[config.mk]
export PLATFORM = sky130hd
export DESIGN_NAME = clkbank_top
export DESIGN_NICKNAME = d
export VERILOG_FILES = /design/src/rtl/clkbank_pkg.sv /design/src/rtl/clkbank_phase.sv /design/src/rtl/clkbank_gate.sv /design/src/rtl/clkbank_top.sv
export SDC_FILE = /design/constraint.sdc
export NUM_CORES = 1
export LEC_CHECK = 0
export BUFFER_PORTS_ARGS = -buffer_cell sky130_fd_sc_hd__clkbuf_2
export CORE_AREA = 5 5 44 46
export DETAILED_ROUTE_END_ITERATION = 12
export DIE_AREA = 0 0 49 51
export HOLD_SLACK_MARGIN = 0.1
export PLACE_DENSITY = 0.87
export REMOVE_ABC_BUFFERS = 1
export SLEW_MARGIN = 15
export SYNTH_ARGS = -nofsm -noshare
export SYNTH_HDL_FRONTEND = slang
export SYNTH_SLANG_ARGS = --single-unit
export TNS_END_PERCENT = 50
[constraint.sdc]
create_clock -name clk -period 1.7 [get_ports clk]
set_input_delay 0.17 -clock clk [delete_from_list [all_inputs] [get_ports clk]]
set_output_delay 0.17 -clock clk [all_outputs]
set_load 0.005 [all_outputs]
[src/rtl/clkbank_pkg.sv]
package clkbank_pkg;

  typedef enum logic [1:0] {
    LVL_LOW  = 2'b00,
    LVL_MID  = 2'b01,
    LVL_HIGH = 2'b10
  } tri_lvl_t;

  typedef enum logic [1:0] {
    SRC_DIV1 = 2'b00,
    SRC_DIV2 = 2'b01,
    SRC_DIV4 = 2'b10,
    SRC_INV  = 2'b11
  } bank_src_t;

  // Pre-encoded three-level pin: the unused code folds onto MID
  function automatic tri_lvl_t decode_tri(input logic [1:0] code);
    case (code)
      2'b00:   return LVL_LOW;
      2'b10:   return LVL_HIGH;
      default: return LVL_MID;
    endcase
  endfunction

endpackage

[src/rtl/clkbank_phase.sv]
module clkbank_phase #(
  parameter int CNT_W       = 3,
  parameter int SYNC_STAGES = 2
) (
  input  logic             clk,
  input  logic             rst,
  input  logic             ref_clk,
  input  logic             pol_sel,
  output logic             ref_lvl,
  output logic             aligned,
  output logic [CNT_W-1:0] phase
);

  logic [SYNC_STAGES-1:0] sync_q;
  logic                   ref_d;
  logic                   edge_hit;

  always_ff @(posedge clk) begin
    if (rst) begin
      sync_q <= '0;
      ref_d  <= 1'b0;
    end else begin
      sync_q <= {sync_q[SYNC_STAGES-2:0], ref_clk};
      ref_d  <= sync_q[SYNC_STAGES-1];
    end
  end

  assign ref_lvl  = sync_q[SYNC_STAGES-1];
  assign edge_hit = pol_sel ? (ref_lvl & ~ref_d) : (~ref_lvl & ref_d);

  // Counter held at zero until the chosen reference edge, then free-running
  always_ff @(posedge clk) begin
    if (rst) begin
      aligned <= 1'b0;
      phase   <= '0;
    end else if (!aligned) begin
      phase <= '0;
      if (edge_hit) aligned <= 1'b1;
    end else begin
      phase <= phase + 1'b1;
    end
  end

endmodule

[src/rtl/clkbank_gate.sv]
module clkbank_gate #(
  parameter int WIDTH = 2
) (
  input  logic             clk,
  input  logic             rst,
  input  logic             raw_lvl,
  input  logic             stop_lvl,
  input  logic             want_run,
  input  logic             bypass,
  input  logic             ref_lvl,
  output logic             gate_en,
  output logic [WIDTH-1:0] q
);

  // The gate changes state only while the waveform rests at the parked level
  always_ff @(posedge clk) begin
    if (rst)                      gate_en <= 1'b0;
    else if (raw_lvl == stop_lvl) gate_en <= want_run;
  end

  always_ff @(posedge clk) begin
    if (rst)          q <= '0;
    else if (bypass)  q <= {WIDTH{ref_lvl}};
    else if (gate_en) q <= {WIDTH{raw_lvl}};
    else              q <= {WIDTH{stop_lvl}};
  end

endmodule

[src/rtl/clkbank_top.sv]
module clkbank_top
  import clkbank_pkg::*;
#(
  parameter int OUTS_PER_BANK = 2,
  parameter int MAX_DIV       = 4,
  parameter int SYNC_STAGES   = 2
) (
  input  logic                     clk,
  input  logic                     rst,
  input  logic                     ref_clk,
  input  logic                     pol_sel,
  input  logic                     stop_req,
  input  logic [1:0]               test_code,
  input  logic [1:0]               sel_b1,
  input  logic [1:0]               sel_b2,
  input  logic [1:0]               sel_b3,
  input  logic [1:0]               sel_b4,
  output logic [OUTS_PER_BANK-1:0] clk_b1,
  output logic [OUTS_PER_BANK-1:0] clk_b2,
  output logic [OUTS_PER_BANK-1:0] clk_b3,
  output logic [OUTS_PER_BANK-1:0] clk_b4
);

  localparam int NUM_BANKS = 4;
  localparam int CNT_W     = $clog2(MAX_DIV) + 1;
  localparam int FB_BANK   = 1;

  logic [CNT_W-1:0]     phase;
  logic                 aligned;
  logic                 ref_lvl;
  tri_lvl_t             test_lvl;
  logic                 sub_mode;
  logic                 bypass_mode;
  tri_lvl_t             sel_lvl [NUM_BANKS];
  bank_src_t            src     [NUM_BANKS];
  logic [NUM_BANKS-1:0] raw;
  logic [NUM_BANKS-1:0] want_run;
  logic [NUM_BANKS-1:0] stop_lvl;
  logic [NUM_BANKS-1:0] gate_en;
  logic [OUTS_PER_BANK-1:0] bank_q [NUM_BANKS];

  clkbank_phase #(
    .CNT_W      (CNT_W),
    .SYNC_STAGES(SYNC_STAGES)
  ) u_phase (
    .clk    (clk),
    .rst    (rst),
    .ref_clk(ref_clk),
    .pol_sel(pol_sel),
    .ref_lvl(ref_lvl),
    .aligned(aligned),
    .phase  (phase)
  );

  assign test_lvl    = decode_tri(test_code);
  assign sub_mode    = (test_lvl == LVL_MID) && stop_req;
  assign bypass_mode = (test_lvl != LVL_LOW) && !sub_mode;

  assign sel_lvl[0] = decode_tri(sel_b1);
  assign sel_lvl[1] = decode_tri(sel_b2);
  assign sel_lvl[2] = decode_tri(sel_b3);
  assign sel_lvl[3] = decode_tri(sel_b4);

  always_comb begin
    src[0] = SRC_DIV1;
    src[1] = SRC_DIV1;
    case (sel_lvl[2])
      LVL_LOW:  src[2] = SRC_DIV2;
      LVL_HIGH: src[2] = SRC_DIV4;
      default:  src[2] = SRC_DIV1;
    endcase
    case (sel_lvl[3])
      LVL_LOW:  src[3] = SRC_DIV2;
      LVL_HIGH: src[3] = SRC_INV;
      default:  src[3] = SRC_DIV1;
    endcase
  end

  for (genvar b = 0; b < NUM_BANKS; b++) begin : g_bank
    always_comb begin
      case (src[b])
        SRC_DIV2: raw[b] = phase[1];
        SRC_DIV4: raw[b] = phase[CNT_W-1];
        SRC_INV:  raw[b] = ~phase[0];
        default:  raw[b] = phase[0];
      endcase
      if (sub_mode)         want_run[b] = (sel_lvl[b] != LVL_LOW);
      else if (b == FB_BANK) want_run[b] = 1'b1;
      else                  want_run[b] = !stop_req;
      stop_lvl[b] = (src[b] == SRC_INV) ? pol_sel : 1'b0;
    end

    clkbank_gate #(
      .WIDTH(OUTS_PER_BANK)
    ) u_gate (
      .clk     (clk),
      .rst     (rst),
      .raw_lvl (raw[b]),
      .stop_lvl(stop_lvl[b]),
      .want_run(want_run[b]),
      .bypass  (bypass_mode),
      .ref_lvl (ref_lvl),
      .gate_en (gate_en[b]),
      .q       (bank_q[b])
    );
  end

  assign clk_b1 = bank_q[0];
  assign clk_b2 = bank_q[1];
  assign clk_b3 = bank_q[2];
  assign clk_b4 = bank_q[3];

endmodule

==> metrics.txt <==
# TYPE chip_impl_metric gauge
chip_impl_info{name="outcome",value="finished clean"} 1
chip_impl_metric{name="final.setup_skew",unit="ns"} 0.00282
chip_impl_metric{name="layout-drive-gt1-share",unit="%"} 30.5
chip_impl_metric{name="maxSlewHeadroom",unit="%"} 72.5
chip_impl_metric{name="grt_start_max_net_pins",unit=""} 16
chip_impl_metric{name="grt_first_pass_wirelength",unit="um"} 2530
chip_impl_metric{name="seq_area",unit="um^2"} 300
chip_impl_metric{name="syn_area_per_cell",unit="um^2"} 9.60
chip_impl_metric{name="power.leakage",unit="nW"} 0.379
chip_impl_metric{name="holdPathStages",unit=""} 3
chip_impl_metric{name="max_capacitance_violation_count",unit=""} 0
chip_impl_metric{name="vias_per_cell",unit=""} 5.24
chip_impl_info{name="worstHoldPathType",value="primary input to flip-flop"} 1
chip_impl_metric{name="timing.hold.ws",unit="ns"} 0.226
chip_impl_metric{name="critPathMaxFanout",unit=""} 12
chip_impl_metric{name="totalNegativeSetupSlack",unit="ns"} 0
chip_impl_metric{name="clock_tree.htree_level_count",unit=""} 1
chip_impl_info{name="clock_tree_from_tritoncts",value="built"} 1
chip_impl_metric{name="fillerInstances",unit=""} 135
chip_impl_metric{name="power_density",unit="nW/um^2"} 790
chip_impl_metric{name="die-area",unit="um^2"} 2500
chip_impl_metric{name="yosysSeqAreaShare",unit="%"} 42.3
chip_impl_metric{name="synth.yosys.warnings",unit=""} 0
chip_impl_metric{name="post-route-period-util",unit="%"} 78.1
chip_impl_metric{name="multi_input_comb_area",unit="um^2"} 358
chip_impl_metric{name="worst_r2r_path_depth",unit=""} 3
chip_impl_info{name="final_common_cell",value="sky130_fd_sc_hd__clkbuf_2"} 1
chip_impl_metric{name="drc",unit=""} 0
chip_impl_metric{name="comb_power_share",unit="%"} 12.9
chip_impl_metric{name="io_buffer_count",unit=""} 22
chip_impl_info{name="reg2reg_from",value="u_phase.phase[0]"} 1
chip_impl_metric{name="intPower",unit="W"} 0.000502
chip_impl_metric{name="setup_viol_count_final",unit=""} 0
chip_impl_metric{name="synth.ff_latch_count",unit=""} 15
chip_impl_metric{name="met2WireLength",unit="um"} 717
chip_impl_metric{name="timing.final.hold_violations",unit=""} 0
chip_impl_metric{name="wl_met1",unit="um"} 661
chip_impl_info{name="timing.critical_path.to_type",value="flip-flop"} 1
chip_impl_info{name="min_from",value="stop_req"} 1
chip_impl_metric{name="required_time_of_the_critical_path",unit="ns"} 1.87
chip_impl_metric{name="yosysUniqueCellTypes",unit=""} 28
chip_impl_metric{name="die_w",unit="um"} 49
chip_impl_metric{name="totalWireLength",unit="um"} 1460
chip_impl_metric{name="finish.net_count",unit=""} 112
chip_impl_metric{name="number_of_global_route_vias_before_repair",unit=""} 598
chip_impl_metric{name="route.vias.total",unit=""} 582
chip_impl_info{name="hold_end",value="g_bank[2].u_gate.gate_en"} 1
chip_impl_info{name="type_of_the_setup_path_with_the_least_slack",value="flip-flop to flip-flop"} 1
chip_impl_info{name="most_frequent_cells_in_the_layout",value="sky130_fd_sc_hd__clkbuf_2 (22), sky130_fd_sc_hd__dfxtp_1 (15), sky130_fd_sc_hd__nor2b_1 (9), sky130_fd_sc_hd__nor2_1 (5)"} 1
chip_impl_info{name="cell_at_the_root_of_the_clock_tree",value="sky130_fd_sc_hd__clkbuf_4"} 1
chip_impl_metric{name="slew_viol_final",unit=""} 0
chip_impl_metric{name="max_slew.worst_pin.slew",unit="ns"} 0.412
chip_impl_metric{name="design.portCount",unit=""} 23
chip_impl_metric{name="critPathArrivalTime",unit="ns"} 1.50
chip_impl_metric{name="met3_length",unit="um"} 71
chip_impl_metric{name="cts.clk_slew.worst_paths",unit="ns"} 0.09
chip_impl_metric{name="area_delta_synth_final",unit="%"} 17.6
chip_impl_metric{name="max_vdd_drop",unit="mV"} 0.558
chip_impl_metric{name="reg2reg_setup_slack",unit="ns"} 0.37
chip_impl_metric{name="syn-instance-count",unit=""} 74
chip_impl_metric{name="detail-route-antenna-nets",unit=""} 0
chip_impl_info{name="top_metal_used",value="met4"} 1
chip_impl_metric{name="diodes",unit=""} 0
chip_impl_metric{name="worstSkewPairLatency",unit="ns"} 0.28
chip_impl_metric{name="netSwitchingPower",unit="W"} 0.000157
chip_impl_metric{name="drtIter0Drc",unit=""} 14
chip_impl_info{name="r2r-end",value="g_bank[3].u_gate.gate_en"} 1
chip_impl_metric{name="core",unit="um^2"} 1470
chip_impl_metric{name="grt-ovfl-total",unit=""} 0
chip_impl_metric{name="globalplace.congestion",unit=""} 0.710
chip_impl_info{name="start_kind",value="flip-flop"} 1
chip_impl_metric{name="achievable-frequency",unit="MHz"} 753
chip_impl_metric{name="clock_tree.buffer_depth",unit=""} 2
chip_impl_metric{name="power_frac_clock",unit="%"} 30.0
chip_impl_metric{name="final.min_clock_period",unit="ns"} 1.33
chip_impl_metric{name="postCtsSetupRepairBufs",unit=""} 0
chip_impl_metric{name="placement_rows",unit=""} 14
chip_impl_metric{name="cts_inserted_buffers",unit=""} 3
chip_impl_metric{name="netlist_area",unit="um^2"} 711
chip_impl_metric{name="sequential_fraction_of_design_power",unit="%"} 57.1
chip_impl_metric{name="clock_sinks",unit=""} 15
chip_impl_metric{name="place.detailed.hpwl",unit="um"} 1160
chip_impl_metric{name="antenna_found_initial",unit=""} 0
chip_impl_metric{name="start_util",unit="%"} 48.3
chip_impl_metric{name="drt-wirelength-per-cell",unit="um"} 13.2
chip_impl_metric{name="net_switching_share_of_the_total_power",unit="%"} 23.9
chip_impl_metric{name="grt_usage",unit="%"} 12.4
chip_impl_info{name="setup_repair_after_global_routing_missed_its_margin",value="no"} 1
chip_impl_metric{name="drt_pass1_iterations",unit=""} 4
chip_impl_metric{name="die_height",unit="um"} 51
[power by group through the flow]
| stage | Sequential, W | Combinational [W] | Clock [W] |
|---|---|---|---|
| after floorplan | 0.000383 | 0.0000424 | 0 |
| after global placement | 0.000384 | 0.0000801 | 0 |
| after detailed placement | 0.000385 | 0.0000836 | 0 |
| after CTS | 0.000377 | 0.0000858 | 0.000210 |
| after global routing | 0.000379 | 0.0000944 | 0.000227 |
| final | 0.000377 | 0.0000851 | 0.000198 |
[Yosys cell counts (all sizes together)]
library cell	count	share of area, %
inv	3	1.6
nand2	2	1.1
a21bo	1	1.4
nor2	5	2.6
a21oi	4	2.8
nand2b	4	3.5
a221oi	3	4.6
mux2i	2	2.8
nand4	2	1.8
a21o	2	2.1
and3b	1	1.2
ha	1	1.8
dfxtp	15	42
clkbuf	1	0.53
xnor2	1	1.2
a211oi	1	1.1
nor4b	1	2.1
o311ai	1	1.2
buf	5	5.3
or2b	1	1.1
nor2b	9	7.9
o311a	1	1.4
nor3	1	0.70
o2bb2ai	1	1.2
o21ai	4	2.8
mux2	1	2.1
and4bb	1	1.8
[worst max-delay path by stage]
stage	slack (ns)	end	start
after floorplan	0.49	g_bank[3].u_gate.gate_en	u_phase.phase[0]
after global placement	0.43	g_bank[3].u_gate.gate_en	u_phase.phase[0]
after detailed placement	0.38	g_bank[3].u_gate.gate_en	u_phase.phase[0]
after CTS	0.36	g_bank[3].u_gate.gate_en	u_phase.phase[0]
after global routing	0.26	g_bank[3].u_gate.gate_en	u_phase.phase[0]
final	0.37	g_bank[3].u_gate.gate_en	u_phase.phase[0]
[through the flow]
stage	utilization (%)	worst slack (ns)	cells	instance area, um^2	total power [W]
3_3_place_gp	54.3	0.435	106	800	0.000464
5_1_grt	56.8	0.263	111	836	0.000700
3_5_place_dp	54.3	0.379	106	800	0.000469
2_1_floorplan	-	0.490	68	669	0.000426
4_1_cts	56.8	0.364	111	836	0.000672
6_report	56.8	0.372	111	836	0.000660
[metal layers]
layer	vias up	track usage [%]
met5	-	0
met4	0	6.73
met3	2	2.62
met2	13	20.0
met1	264	15.5
li1	303	-
[area by class of cell]
| class | count | area share (%) |
|---|---|---|
| clock buffer | 4 | 3.14 |
| inverter | 3 | 1.35 |
| multi-input combinational | 50 | 42.8 |
| sequential | 15 | 35.9 |
| tap | 16 | 2.40 |
| timing repair buffer | 23 | 14.4 |
[cell families (layout without fill, tap and decap cells)]
group,count (synthesis),count (layout),synth area share (%)
AOI/OAI and AO/OA,18,18,18.7
xor gates and xnor gates,1,1,1.23
adders and majority gates,1,1,1.76
buffers and inverters,9,30,7.39
DFF,15,15,42.3
muxes,3,3,4.93
and+or+nand+nor,27,27,23.8
[critical path, stage by stage, from the launching register on]
cell	delay, ns
sky130_fd_sc_hd__dfxtp_1	0.58
sky130_fd_sc_hd__nor4b_2	0.11
sky130_fd_sc_hd__a221oi_2	0.22
sky130_fd_sc_hd__mux2_4	0.32
[registers in the layout (all words and copies together), names as in the netlist]
register and count:
g_bank.u_gate.gate_en 4, g_bank.u_gate.q 4, u_phase.phase 3, u_phase.sync_q 2
u_phase.aligned 1, u_phase.ref_d 1
[repair_timing]
item                      in CTS  in global routing
hold buffers                   1                  0
hold endpoints to repair       1                  0
resized for setup              0                  0
(Power assumes the default switching activity.)
